### src/rtl/updn_timer_pkg.sv
package updn_timer_pkg;
  typedef enum logic {
    SEL_CNT = 1'b0,
    SEL_STS = 1'b1
  } reg_sel_e;

  localparam int STS_OVF_BIT = 0;
  localparam int STS_UDF_BIT = 1;
endpackage

### src/rtl/updn_bus_phase.sv
module updn_bus_phase
  import updn_timer_pkg::*;
#(
  parameter int W = 16
) (
  input  logic         clk_i,
  input  logic         rst_ni,
  input  logic         srst_i,
  input  logic         req_i,
  input  logic         sel_i,
  input  logic [W-1:0] wdata_i,
  output logic         ld_cnt_o,
  output logic         ld_sts_o,
  output logic [W-1:0] data_o
);
  logic         t2_q;
  reg_sel_e     sel_q;
  logic [W-1:0] data_q;

  logic take;
  assign take = req_i && !t2_q;  // requests during phase two are dropped

  always_ff @(posedge clk_i or negedge rst_ni) begin
    if (!rst_ni) begin
      t2_q   <= 1'b0;
      sel_q  <= SEL_CNT;
      data_q <= '0;
    end else if (srst_i) begin
      t2_q <= 1'b0;
    end else begin
      t2_q <= take;
      if (take) begin
        sel_q  <= reg_sel_e'(sel_i);
        data_q <= wdata_i;
      end
    end
  end

  assign ld_cnt_o = t2_q && (sel_q == SEL_CNT);
  assign ld_sts_o = t2_q && (sel_q == SEL_STS);
  assign data_o   = data_q;

  assert_no_back_to_back_R12: assert property (@(posedge clk_i) disable iff (!rst_ni)
    t2_q |=> !t2_q);
endmodule

### src/rtl/updn_counter.sv
module updn_counter #(
  parameter int W = 16
) (
  input  logic         clk_i,
  input  logic         rst_ni,
  input  logic         srst_i,
  input  logic         en_i,
  input  logic         down_i,
  input  logic         ld_i,
  input  logic [W-1:0] ld_data_i,
  output logic [W-1:0] cnt_o,
  output logic         ovf_evt_o,
  output logic         udf_evt_o
);
  localparam logic [W-1:0] CNT_MAX = {W{1'b1}};

  logic [W-1:0] cnt_q, cnt_d;

  always_comb begin
    cnt_d = cnt_q;
    if (ld_i)        cnt_d = ld_data_i;
    else if (en_i)   cnt_d = down_i ? cnt_q - 1'b1 : cnt_q + 1'b1;
  end

  // a load in phase two swallows the wrap
  assign ovf_evt_o = en_i && !down_i && !ld_i && (cnt_q == CNT_MAX);
  assign udf_evt_o = en_i &&  down_i && !ld_i && (cnt_q == '0);

  always_ff @(posedge clk_i or negedge rst_ni) begin
    if (!rst_ni)     cnt_q <= '0;
    else if (srst_i) cnt_q <= '0;
    else             cnt_q <= cnt_d;
  end

  assign cnt_o = cnt_q;

  assert_load_value_R5: assert property (@(posedge clk_i) disable iff (!rst_ni)
    (ld_i && !srst_i) |=> cnt_q == $past(ld_data_i));
  assert_hold_idle_R2: assert property (@(posedge clk_i) disable iff (!rst_ni)
    (!ld_i && !en_i && !srst_i) |=> $stable(cnt_q));
endmodule

### src/rtl/updn_flags.sv
module updn_flags
  import updn_timer_pkg::*;
(
  input  logic       clk_i,
  input  logic       rst_ni,
  input  logic       srst_i,
  input  logic       ovf_set_i,
  input  logic       udf_set_i,
  input  logic       wr_i,
  input  logic [1:0] wr_bits_i,
  output logic       ovf_o,
  output logic       udf_o
);
  logic ovf_q, udf_q;
  logic ovf_clr, udf_clr;

  assign ovf_clr = wr_i && !wr_bits_i[STS_OVF_BIT];
  assign udf_clr = wr_i && !wr_bits_i[STS_UDF_BIT];

  always_ff @(posedge clk_i or negedge rst_ni) begin
    if (!rst_ni) begin
      ovf_q <= 1'b0;
      udf_q <= 1'b0;
    end else if (srst_i) begin
      ovf_q <= 1'b0;
      udf_q <= 1'b0;
    end else begin
      ovf_q <= ovf_set_i | (ovf_q & ~ovf_clr);  // set wins
      udf_q <= udf_set_i | (udf_q & ~udf_clr);
    end
  end

  assign ovf_o = ovf_q;
  assign udf_o = udf_q;

  assert_ovf_set_R3: assert property (@(posedge clk_i) disable iff (!rst_ni)
    (ovf_set_i && !srst_i) |=> ovf_q);
  assert_udf_set_R4: assert property (@(posedge clk_i) disable iff (!rst_ni)
    (udf_set_i && !srst_i) |=> udf_q);
  assert_ovf_sticky_R10: assert property (@(posedge clk_i) disable iff (!rst_ni)
    (ovf_q && !ovf_clr && !srst_i) |=> ovf_q);
  assert_srst_clears_R13: assert property (@(posedge clk_i) disable iff (!rst_ni)
    srst_i |=> (!ovf_q && !udf_q));
endmodule

### src/rtl/updn_timer.sv
module updn_timer
  import updn_timer_pkg::*;
#(
  parameter int CNT_W = 16
) (
  input  logic             clk_i,
  input  logic             rst_ni,
  input  logic             srst_i,
  input  logic             cnt_en_i,
  input  logic             dir_down_i,
  input  logic             bus_req_i,
  input  logic             bus_sel_i,
  input  logic [CNT_W-1:0] bus_wdata_i,
  output logic [CNT_W-1:0] cnt_o,
  output logic             ovf_o,
  output logic             udf_o
);
  logic             ld_cnt, ld_sts;
  logic [CNT_W-1:0] wr_data;
  logic             ovf_evt, udf_evt;

  updn_bus_phase #(.W(CNT_W)) u_phase (
    .clk_i, .rst_ni, .srst_i,
    .req_i    (bus_req_i),
    .sel_i    (bus_sel_i),
    .wdata_i  (bus_wdata_i),
    .ld_cnt_o (ld_cnt),
    .ld_sts_o (ld_sts),
    .data_o   (wr_data)
  );

  updn_counter #(.W(CNT_W)) u_cnt (
    .clk_i, .rst_ni, .srst_i,
    .en_i      (cnt_en_i),
    .down_i    (dir_down_i),
    .ld_i      (ld_cnt),
    .ld_data_i (wr_data),
    .cnt_o     (cnt_o),
    .ovf_evt_o (ovf_evt),
    .udf_evt_o (udf_evt)
  );

  updn_flags u_flags (
    .clk_i, .rst_ni, .srst_i,
    .ovf_set_i (ovf_evt),
    .udf_set_i (udf_evt),
    .wr_i      (ld_sts),
    .wr_bits_i (wr_data[1:0]),
    .ovf_o     (ovf_o),
    .udf_o     (udf_o)
  );

  assert_no_ovf_on_load_R7: assert property (@(posedge clk_i) disable iff (!rst_ni)
    (ld_cnt && !ovf_o && !srst_i && cnt_en_i && !dir_down_i && cnt_o == {CNT_W{1'b1}})
      |=> !ovf_o);
  assert_no_udf_on_load_R8: assert property (@(posedge clk_i) disable iff (!rst_ni)
    (ld_cnt && !udf_o && !srst_i && cnt_en_i && dir_down_i && cnt_o == '0)
      |=> !udf_o);
  always_comb begin
    if (!rst_ni) assert_reset_state_R1: assert (cnt_o == '0 && !ovf_o && !udf_o);
  end
endmodule

### config.mk
export PLATFORM = sky130hd
export DESIGN_NAME = updn_timer
export DESIGN_NICKNAME = d
export VERILOG_FILES = /design/src/rtl/updn_timer_pkg.sv /design/src/rtl/updn_bus_phase.sv /design/src/rtl/updn_counter.sv /design/src/rtl/updn_flags.sv /design/src/rtl/updn_timer.sv
export SDC_FILE = /design/constraint.sdc
export NUM_CORES = 1
export LEC_CHECK = 0
export BUFFER_PORTS_ARGS = -buffer_cell sky130_fd_sc_hd__buf_2
export CAP_MARGIN = 20
export CORE_UTILIZATION = 45
export DETAILED_ROUTE_END_ITERATION = 6
export PLACE_DENSITY = 0.66
export SLEW_MARGIN = 0
export SYNTH_ARGS = -nofsm -noshare
export SYNTH_HDL_FRONTEND = slang
export SYNTH_SLANG_ARGS = --single-unit
### constraint.sdc
create_clock -name clk_i -period 4.2 [get_ports clk_i]
set_input_delay 0.21 -clock clk_i [delete_from_list [all_inputs] [get_ports clk_i]]
set_output_delay 0.21 -clock clk_i [all_outputs]
set_load 0.01 [all_outputs]
==> results by group, run 1 <==
Run status
  – Status: finished clean

Floorplanning
  – Die W: ~76 µm
  – Core Area: roughly 5200 µm²
  – I/O pins: 41
  – Die area: around 5700 µm²
  – Vert. Die Dim: between 70 and 80 µm
  – Rows: 26
  – Starting Density: a little under half

Clock network
  – H-Tree Depth: 2
  – Setup Fix Bufs, Post-CTS: 0
  – Worst-path clk slew: about 80 ps
  – Num CTS Buffers: 5
  – CTS-repair resized insts: 0
  – Clk root buf: clkbuf_8
  – Clock buffer depth: 2
  – TritonCTS clock tree: yes
  – Hold Buf Count CTS: 0
  – Clk_lat worst skew: ~290 ps
  – Clock sink total: 36

Layout
  – Cell Count, Final, Fillers Out: approximately 360
  – Filler Cell Count: 484
  – Antenna Cells: 0
  – Footprint of the multi-input gates: 1450 µm²
  – Share of cells above drive strength 1: 25.3%
  – NumNets Final: approximately 330
  – Area grow syn2layout: 12.8%
  – Register area: 901 µm²

STA
  – Slew @ Worst Pin: 839 ps
  – Final Hold Viols: 0
  – Setup TNS: 0 ps
  – Pins Over Slew Limit: 0
  – RSZ-0062 raised after global routing: no
  – Rel. slew slack: ~44%
  – Hold WS: 17.5 ps
  – Worst clock skew: a little over 6 ps
  – Final min period: 2220 ps
  – Final setup viols: 0
  – Tcrit/Tclk final: ~53%
  – Final worst-path setup slack: between 1500 and 2000 ps
  – Highest clock rate: approximately 450 MHz

Worst setup path
  – Reg-to-reg endpoint: u_cnt.cnt_o[10]
  – Critical path depth: 7
  – CP bufs+invs: 0
  – FF-to-FF setup slack: 1980 ps
  – Chain of cells forming the critical path: ha_1 -> a21oi_1 -> nand2_1 -> o21ai_0 -> nand2_1 -> xnor2_1 -> o22ai_1
  – Crit path required time: ~4400 ps
  – Crit Path Class: flip-flop to flip-flop
  – Worst setup SP type: flip-flop
  – Worst path slowest cell: dfrtp_1
  – Critical Path AT: between 2000 and 2500 ps
  – Critical Path Most Common Cell: nand2_1
  – CP Capture Type: flip-flop
  – CP endpoint: u_cnt.cnt_o[10]
  – CP delay by family, top: compound AO/OA/AOI/OAI gates
  – R2R depth: 7
  – Setup crit start: u_cnt.cnt_o[7]
  – CP max FO: 10
  – Reg2reg start: u_cnt.cnt_o[7]
  – Largest stage delay on the critical path: between 400 and 500 ps

Logic synthesis
  – Largest family of logic cells by synthesized area: compound AO/OA/AOI/OAI gates
  – Most frequent cell after synthesis: dfrtp_1
  – Asr flop ratio synth: 100%
  – XOR/XNOR share of the synthesized area: 4.29%
  – Post-synthesis mux area share: 10.7%
  – #FFs+latches synth: 36
  – Syn Area/Cell: 9.64 µm²
  – Post-synthesis sequential area ratio: around 37%
  – Synthesis Warnings: 0
  – Post-synthesis simple-gate area fraction: ~17%
  – Post-synthesis compound-gate area fraction: between 10% and 20%
  – Synth unique cells: 50
  – Synth Flop Type: dfrtp_1
  – Top post-synthesis cells by area: dfrtp_1, mux2_2, ha_1, a21oi_1, xnor2_1
  – Syn Inst Count: between 200 and 300
  – Adder-cell share of the synthesized area: approximately 8.0%
  – Mapped Area: around 2400 µm²
  – Syn nets: ~290
  – Post-synth EDFFs: 0
  – Area share of the largest cell type after synthesis: between 30% and 40%
  – Top cells by count, synth: dfrtp_1, a21oi_1, mux2_2, nand2_1, ha_1
  – Cell accounting for the most synthesized area: dfrtp_1

Placed design
  – RD Place Congestion: approximately 0.86
  – Port buffer count: 40
  – Dpl ws: 1870 ps
  – Placed cells: 351
  – Dpl hpwl: 4.23 mm

Drt
  – Final wirelength: 5.83 mm
  – First drt pass iteration count: 5
  – Vias per cell: ~5.8
  – Number of nets with antenna violations after routing: 0
  – Drt drc: 0
  – Routed len/inst: 16.2 µm
  – Vias: roughly 2100
  – DR iter-0 viols: ~210

Global routing
  – Initial antenna violation count: 0
  – Largest net degree at the start of global routing: 37
  – Remaining global-route overflow: 0
  – Vias in the first global route: ~1900
  – First-pass GRT wire length: 9.56 mm
  – Gr usage total: 22.3%

Power
  – P_leak: between 1 and 1.5 nW
  – Pwr dens: around 440 nW/µm²
  – Max VDD drop: approximately 0.00026 V

Hold path
  – Worst hold path class: primary input to async pin

Flow run
  – Max-cap violations: 0
layer usage:
metal / track usage (%) / vias to the layer above / routed length, µm
met1: 34.3 / 989 / 2930
li1: - / 1022 / -
met5: 0 / - / 0
met2: 32.1 / 68 / 2540
met3: 3.57 / 5 / 294
met4: 6.17 / 0 / 60
state kept, by name (all words and copies together), names as in the netlist:
register        count
u_phase.data_o     16
u_phase.t2_q        1
u_cnt.cnt_o        16
u_flags.udf_o       1
u_flags.ovf_o       1
u_phase.sel_q       1
power breakdown:
part           switching, W  leakage [nW]  internal, W
Combinational      0.000263         0.745     0.000212
Sequential        0.0000687         0.450     0.000407
Clock              0.000133        0.0414     0.000118
Total              0.000465          1.24     0.000737
through the flow:
| step | utilization (%) | cell area (µm²) | power, W |
|---|---|---|---|
| floorplan | - | 2450 | 0.000822 |
| global placement | 51.7 | 2670 | 0.000945 |
| detailed placement | 51.7 | 2670 | 0.000950 |
| CTS | 53.4 | 2760 | 0.00121 |
| global route | 53.4 | 2760 | 0.00128 |
| finish | 53.4 | 2760 | 0.00120 |
placed cells by master (no fill, tap or decap), types with 2 or more instances in the layout:
cell / n
a211oi_1: 4
a21o_1: 2
a21oi_1: 24
a21oi_2: 2
a311oi_1: 2
a31oi_1: 2
a41oi_1: 2
and3_1: 2
buf_2: 40
buf_4: 2
clkbuf_8: 5
dfrtp_1: 36
ha_1: 14
inv_1: 6
mux2_2: 17
mux2i_1: 7
nand2_1: 15
nand2b_1: 3
nand3_1: 8
nand4_1: 8
nor2_1: 13
nor2b_1: 2
nor3_1: 5
nor3b_1: 4
nor4_1: 5
o211ai_1: 3
o21ai_0: 11
o21bai_1: 2
o22ai_1: 3
o31ai_1: 3
or3_1: 6
xnor2_1: 11
layout make-up:
type                            instances  area share [%]
Sequential cell                        36            32.6
Inverter                                6           0.816
Multi-Input combinational cell        197            52.4
Tap cell                               70            3.17
Clock inverter                          2           0.589
Clock buffer                            6            2.63
Timing Repair Buffer                   42            7.79
how the worst min path moves through the flow:
stage / startpoint / endpoint / slack [ps] / cells past startpoint
floorplan: rst_ni / u_cnt.cnt_o[0] / -90 / 0
global placement: rst_ni / u_phase.data_o[11] / 350 / 1
detailed placement: rst_ni / u_phase.data_o[11] / 360 / 1
CTS: rst_ni / u_cnt.cnt_o[14] / 30 / 1
global route: rst_ni / u_cnt.cnt_o[14] / 90 / 1
finish: rst_ni / u_cnt.cnt_o[14] / 20 / 1
cell families after synthesis:
logic type,count (synthesis)
compound gates,69
xor+xnor,12
fa+ha+maj,15
buf+inv,21
flops,36
mux,24
simple gates,77
(Power assumes the default switching activity.)
==> run 2: changes to the inputs <==
ABC_AREA = 1   (was unset)
PLACE_DENSITY = 0.68   (was 0.66)
clock period = 1.8 ns   (was 4.2 ns; I/O delays follow)
==> run 2 against run 1 <==
  * Non-clock buffer count grew 21
  * Combinational power rose to 3.7 times the previous value
  * Highest routed layer unchanged
  * Sequential share of layout area shrank 5.5 points
  * Synthesized cell count increased by 51%
  * Final area grew 21%
  * Die area is 8.4% higher
  * Register-to-register slack worse by 1900 ps
  * Maximum frequency rose by 33%
  * Core utilization grew 6.1 points
  * Global-route usage increased by 1.3 points
  * Worst setup slack got worse by 1900 ps
==> results by group, run 2 <==
Worst setup path
  – Reg2reg start: u_cnt.cnt_o[1] (was u_cnt.cnt_o[7])
  – CP Capture Type: flip-flop (unchanged)
  – CP max FO: 3 (was 10)
  – Critical path depth: 12 (was 7)
  – Crit Path Class: flip-flop to flip-flop (unchanged)
  – Setup crit start: u_cnt.cnt_o[1] (was u_cnt.cnt_o[7])
  – Largest stage delay on the critical path: 390 ps (was 450 ps)
  – R2R depth: 12 (was 7)
  – CP bufs+invs: 1 (was 0)
  – Chain of cells forming the critical path: buf_4 -> ha_1 -> nand2_1 -> nand2_2 -> nand3b_4 -> nand2_1 -> nand2_1 -> nand2_1 -> nand2_1 -> nand3_1 -> nand2_1 -> nand2_1 (was ha_1 -> a21oi_1 -> nand2_1 -> o21ai_0 -> nand2_1 -> xnor2_1 -> o22ai_1)
  – Worst setup SP type: flip-flop (unchanged)
  – CP endpoint: u_cnt.cnt_o[13] (was u_cnt.cnt_o[10])
  – Critical Path AT: 1860 ps (was 2380 ps)
  – Worst path slowest cell: dfrtp_1 (unchanged)
  – CP delay by family, top: simple AND/OR/NAND/NOR gates (was compound AO/OA/AOI/OAI gates)
  – FF-to-FF setup slack: 120 ps (was 1980 ps)
  – Critical Path Most Common Cell: nand2_1 (unchanged)
  – Crit path required time: 1980 ps (was 4360 ps)
  – Reg-to-reg endpoint: u_cnt.cnt_o[13] (was u_cnt.cnt_o[10])

Layout
  – Share of cells above drive strength 1: 24.9% (was 25.3%)
  – Area grow syn2layout: 25.5% (was 12.8%)
  – Antenna Cells: 0 (unchanged)
  – NumNets Final: 486 (was 326)
  – Most frequent cells in the layout: nand2_1, inv_1, buf_2 (was buf_2, dfrtp_1, a21oi_1)
  – Commonest non-fill, non-tap cell in the layout: nand2_1 (was buf_2)
  – Post-route cell area: 3340 µm² (was 2760 µm²)

Floorplanning
  – Vert. Die Dim: 78.9 µm (was 75.8 µm)
  – Die area: 6220 µm² (was 5740 µm²)
  – Die W: 78.9 µm (was 75.8 µm)
  – I/O pins: 41 (unchanged)
  – Core Area: 5610 µm² (was 5170 µm²)
  – Starting Density: 47.4% (was 47.3%)
  – Rows: 27 (was 26)

Logic synthesis
  – Post-synth EDFFs: 0 (unchanged)
  – Synth Flop Type: dfrtp_1 (unchanged)
  – Most frequent cell after synthesis: nand2_1 (was dfrtp_1)
  – Syn nets: 422 (was 292)
  – Asr flop ratio synth: 100% (unchanged)
  – #FFs+latches synth: 36 (unchanged)
  – Syn Area/Cell: 6.92 µm² (was 9.64 µm²)
  – Synth unique cells: 35 (was 50)
  – Syn Inst Count: 384 (was 254)
  – Synthesis Warnings: 0 (unchanged)
  – Mapped Area: 2660 µm² (was 2450 µm²)
  – Area share of the largest cell type after synthesis: 33.9% (was 36.8%)
  – Top post-synthesis cells by area: dfrtp_1, nand2_1, inv_1, ha_1, nand3_1 (was dfrtp_1, mux2_2, ha_1, a21oi_1, xnor2_1)
  – Cell accounting for the most synthesized area: dfrtp_1 (unchanged)
  – Top cells by count, synth: nand2_1, inv_1, dfrtp_1, nor2_1, nand3_1 (was dfrtp_1, a21oi_1, mux2_2, nand2_1, ha_1)
  – Post-synthesis sequential area ratio: 33.9% (was 36.8%)

Clock network
  – Clock sink total: 36 (unchanged)
  – Clock buffer depth: 2 (unchanged)
  – Clk_lat worst skew: 290 ps (about the same)
  – Num CTS Buffers: 5 (unchanged)
  – TritonCTS clock tree: yes (unchanged)
  – Worst-path clk slew: 80 ps (about the same)
  – Clk root buf: clkbuf_8 (unchanged)
  – H-Tree Depth: 2 (unchanged)

Placed design
  – Port buffer count: 40 (unchanged)
  – Area after DPL: 2990 µm² (was 2670 µm²)
  – RD Place Congestion: 0.869 (was 0.863)
  – Dpl hpwl: 5.22 mm (was 4.23 mm)

Run status
  – Status: finished clean (unchanged)

STA
  – Worst clock skew: 8.32 ps (was 6.12 ps)
  – Final min period: 1680 ps (was 2220 ps)
  – Rel. slew slack: 44.6% (was 44.1%)
  – Highest clock rate: 597 MHz (was 450 MHz)
  – RSZ-0062 raised after global routing: no (unchanged)
  – Pins Over Slew Limit: 0 (unchanged)
  – Slew @ Worst Pin: 831 ps (was 839 ps)
  – Setup TNS: 0 ps (unchanged)
  – Tcrit/Tclk final: 93.1% (was 52.9%)
  – Final Hold Viols: 0 (unchanged)
  – Final setup viols: 0 (unchanged)

Hold path
  – Worst hold path class: primary input to flip-flop (was primary input to async pin)

Global routing
  – Gr usage total: 23.6% (was 22.3%)
  – Largest net degree at the start of global routing: 37 (unchanged)
  – Initial antenna violation count: 0 (unchanged)
  – Remaining global-route overflow: 0 (unchanged)
  – First-pass GRT wire length: 11.4 mm (was 9.56 mm)
  – Vias in the first global route: 2432 (was 1893)

Drt
  – Vias: 2605 (was 2084)
  – Routed len/inst: 13.1 µm (was 16.2 µm)
  – Number of nets with antenna violations after routing: 0 (unchanged)
  – First drt pass iteration count: 4 (was 5)
  – Final wirelength: 6.82 mm (was 5.83 mm)
  – DR iter-0 viols: 145 (was 213)
  – Vias per cell: 5.00 (was 5.81)
  – Drt drc: 0 (unchanged)

Flow run
  – Max-cap violations: 0 (unchanged)

Power
  – Pwr dens: 1080 nW/µm² (was 435 nW/µm²)
  – P_leak: 1.85 nW (was 1.24 nW)
  – Max VDD drop: 0.000670 V (was 0.000263 V)
[run 2: through the flow]
stage / setup slack [ps] / std cells / util, % / hold slack, ps / power, W
final: 124 / 521 / 59.5 / 4.45 / 0.00360
after global routing: 2.09 / 521 / 59.5 / 11.2 / 0.00389
after CTS: 27.5 / 519 / 56.9 / 0.0759 / 0.00345
after detailed placement: 19.2 / 502 / 53.3 / 240 / 0.00270
after global placement: 52.6 / 502 / 53.3 / 234 / 0.00267
after floorplan: 145 / 384 / - / -206 / 0.00220
[run 2: final cells by class]
type                    instances  area, µm²
clock buffers                   5       68.8
clock inverters                 3       42.5
fillers                       544       2270
inverters                      56        215
multi-input cells             286       1620
flip-flops and latches         36        906
well taps                      72       90.1
repair buffers                 63        395
[run 2: power breakdown]
group | internal (W) | leakage (nW) | switching, W | total [W]
clock | 0.000410 | 0.0541 | 0.000307 | 0.000716
combinational | 0.000744 | 1.34 | 0.00104 | 0.00178
sequential | 0.000968 | 0.453 | 0.000136 | 0.00110
total | 0.00212 | 1.85 | 0.00148 | 0.00360
[run 2: kinds of logic (layout without fill, tap and decap cells)]
family,count (synthesis),count (layout),share of synthesized area (%)
compound gates,41,41,8.05
xor+xnor,3,3,0.988
fa+ha+maj,15,15,7.34
buf+inv,62,127,9.98
flops,36,36,33.9
simple gates,227,227,39.8
[run 2: layer usage]
metal / routed length (µm) / up-vias / GRT usage (%)
met5: 0 / - / 0
met4: 170 / 0 / 8.55
met3: 270 / 18 / 4.83
met2: 3120 / 72 / 37.6
met1: 3260 / 1171 / 31.8
li1: - / 1344 / -
[run 2: worst min path at each step]
| stage | slack (ps) | startpoint | end | cells past startpoint |
|---|---|---|---|---|
| 2_1_floorplan | -210 | rst_ni | u_cnt.cnt_o[0] | 0 |
| 3_3_place_gp | 230 | rst_ni | u_phase.data_o[3] | 1 |
| 3_5_place_dp | 240 | rst_ni | u_phase.data_o[2] | 1 |
| 4_1_cts | 0.08 | bus_wdata_i[2] | u_phase.data_o[2] | 3 |
| 5_1_grt | 10 | bus_wdata_i[14] | u_phase.data_o[14] | 3 |
| 6_report | 4 | bus_wdata_i[13] | u_phase.data_o[13] | 3 |
[run 2: what timing repair did]
action                     in CTS  in global routing
gates resized for setup         0                 20
buffers inserted                0                  2
setup endpoints to repair       0                  8
hold endpoints to repair       44                  0
hold buffers                    9                  0
[run 2: worst min-delay path: stages]
cell	delay, ps
buf_2	80
nand2_1	40
nand2_1	40
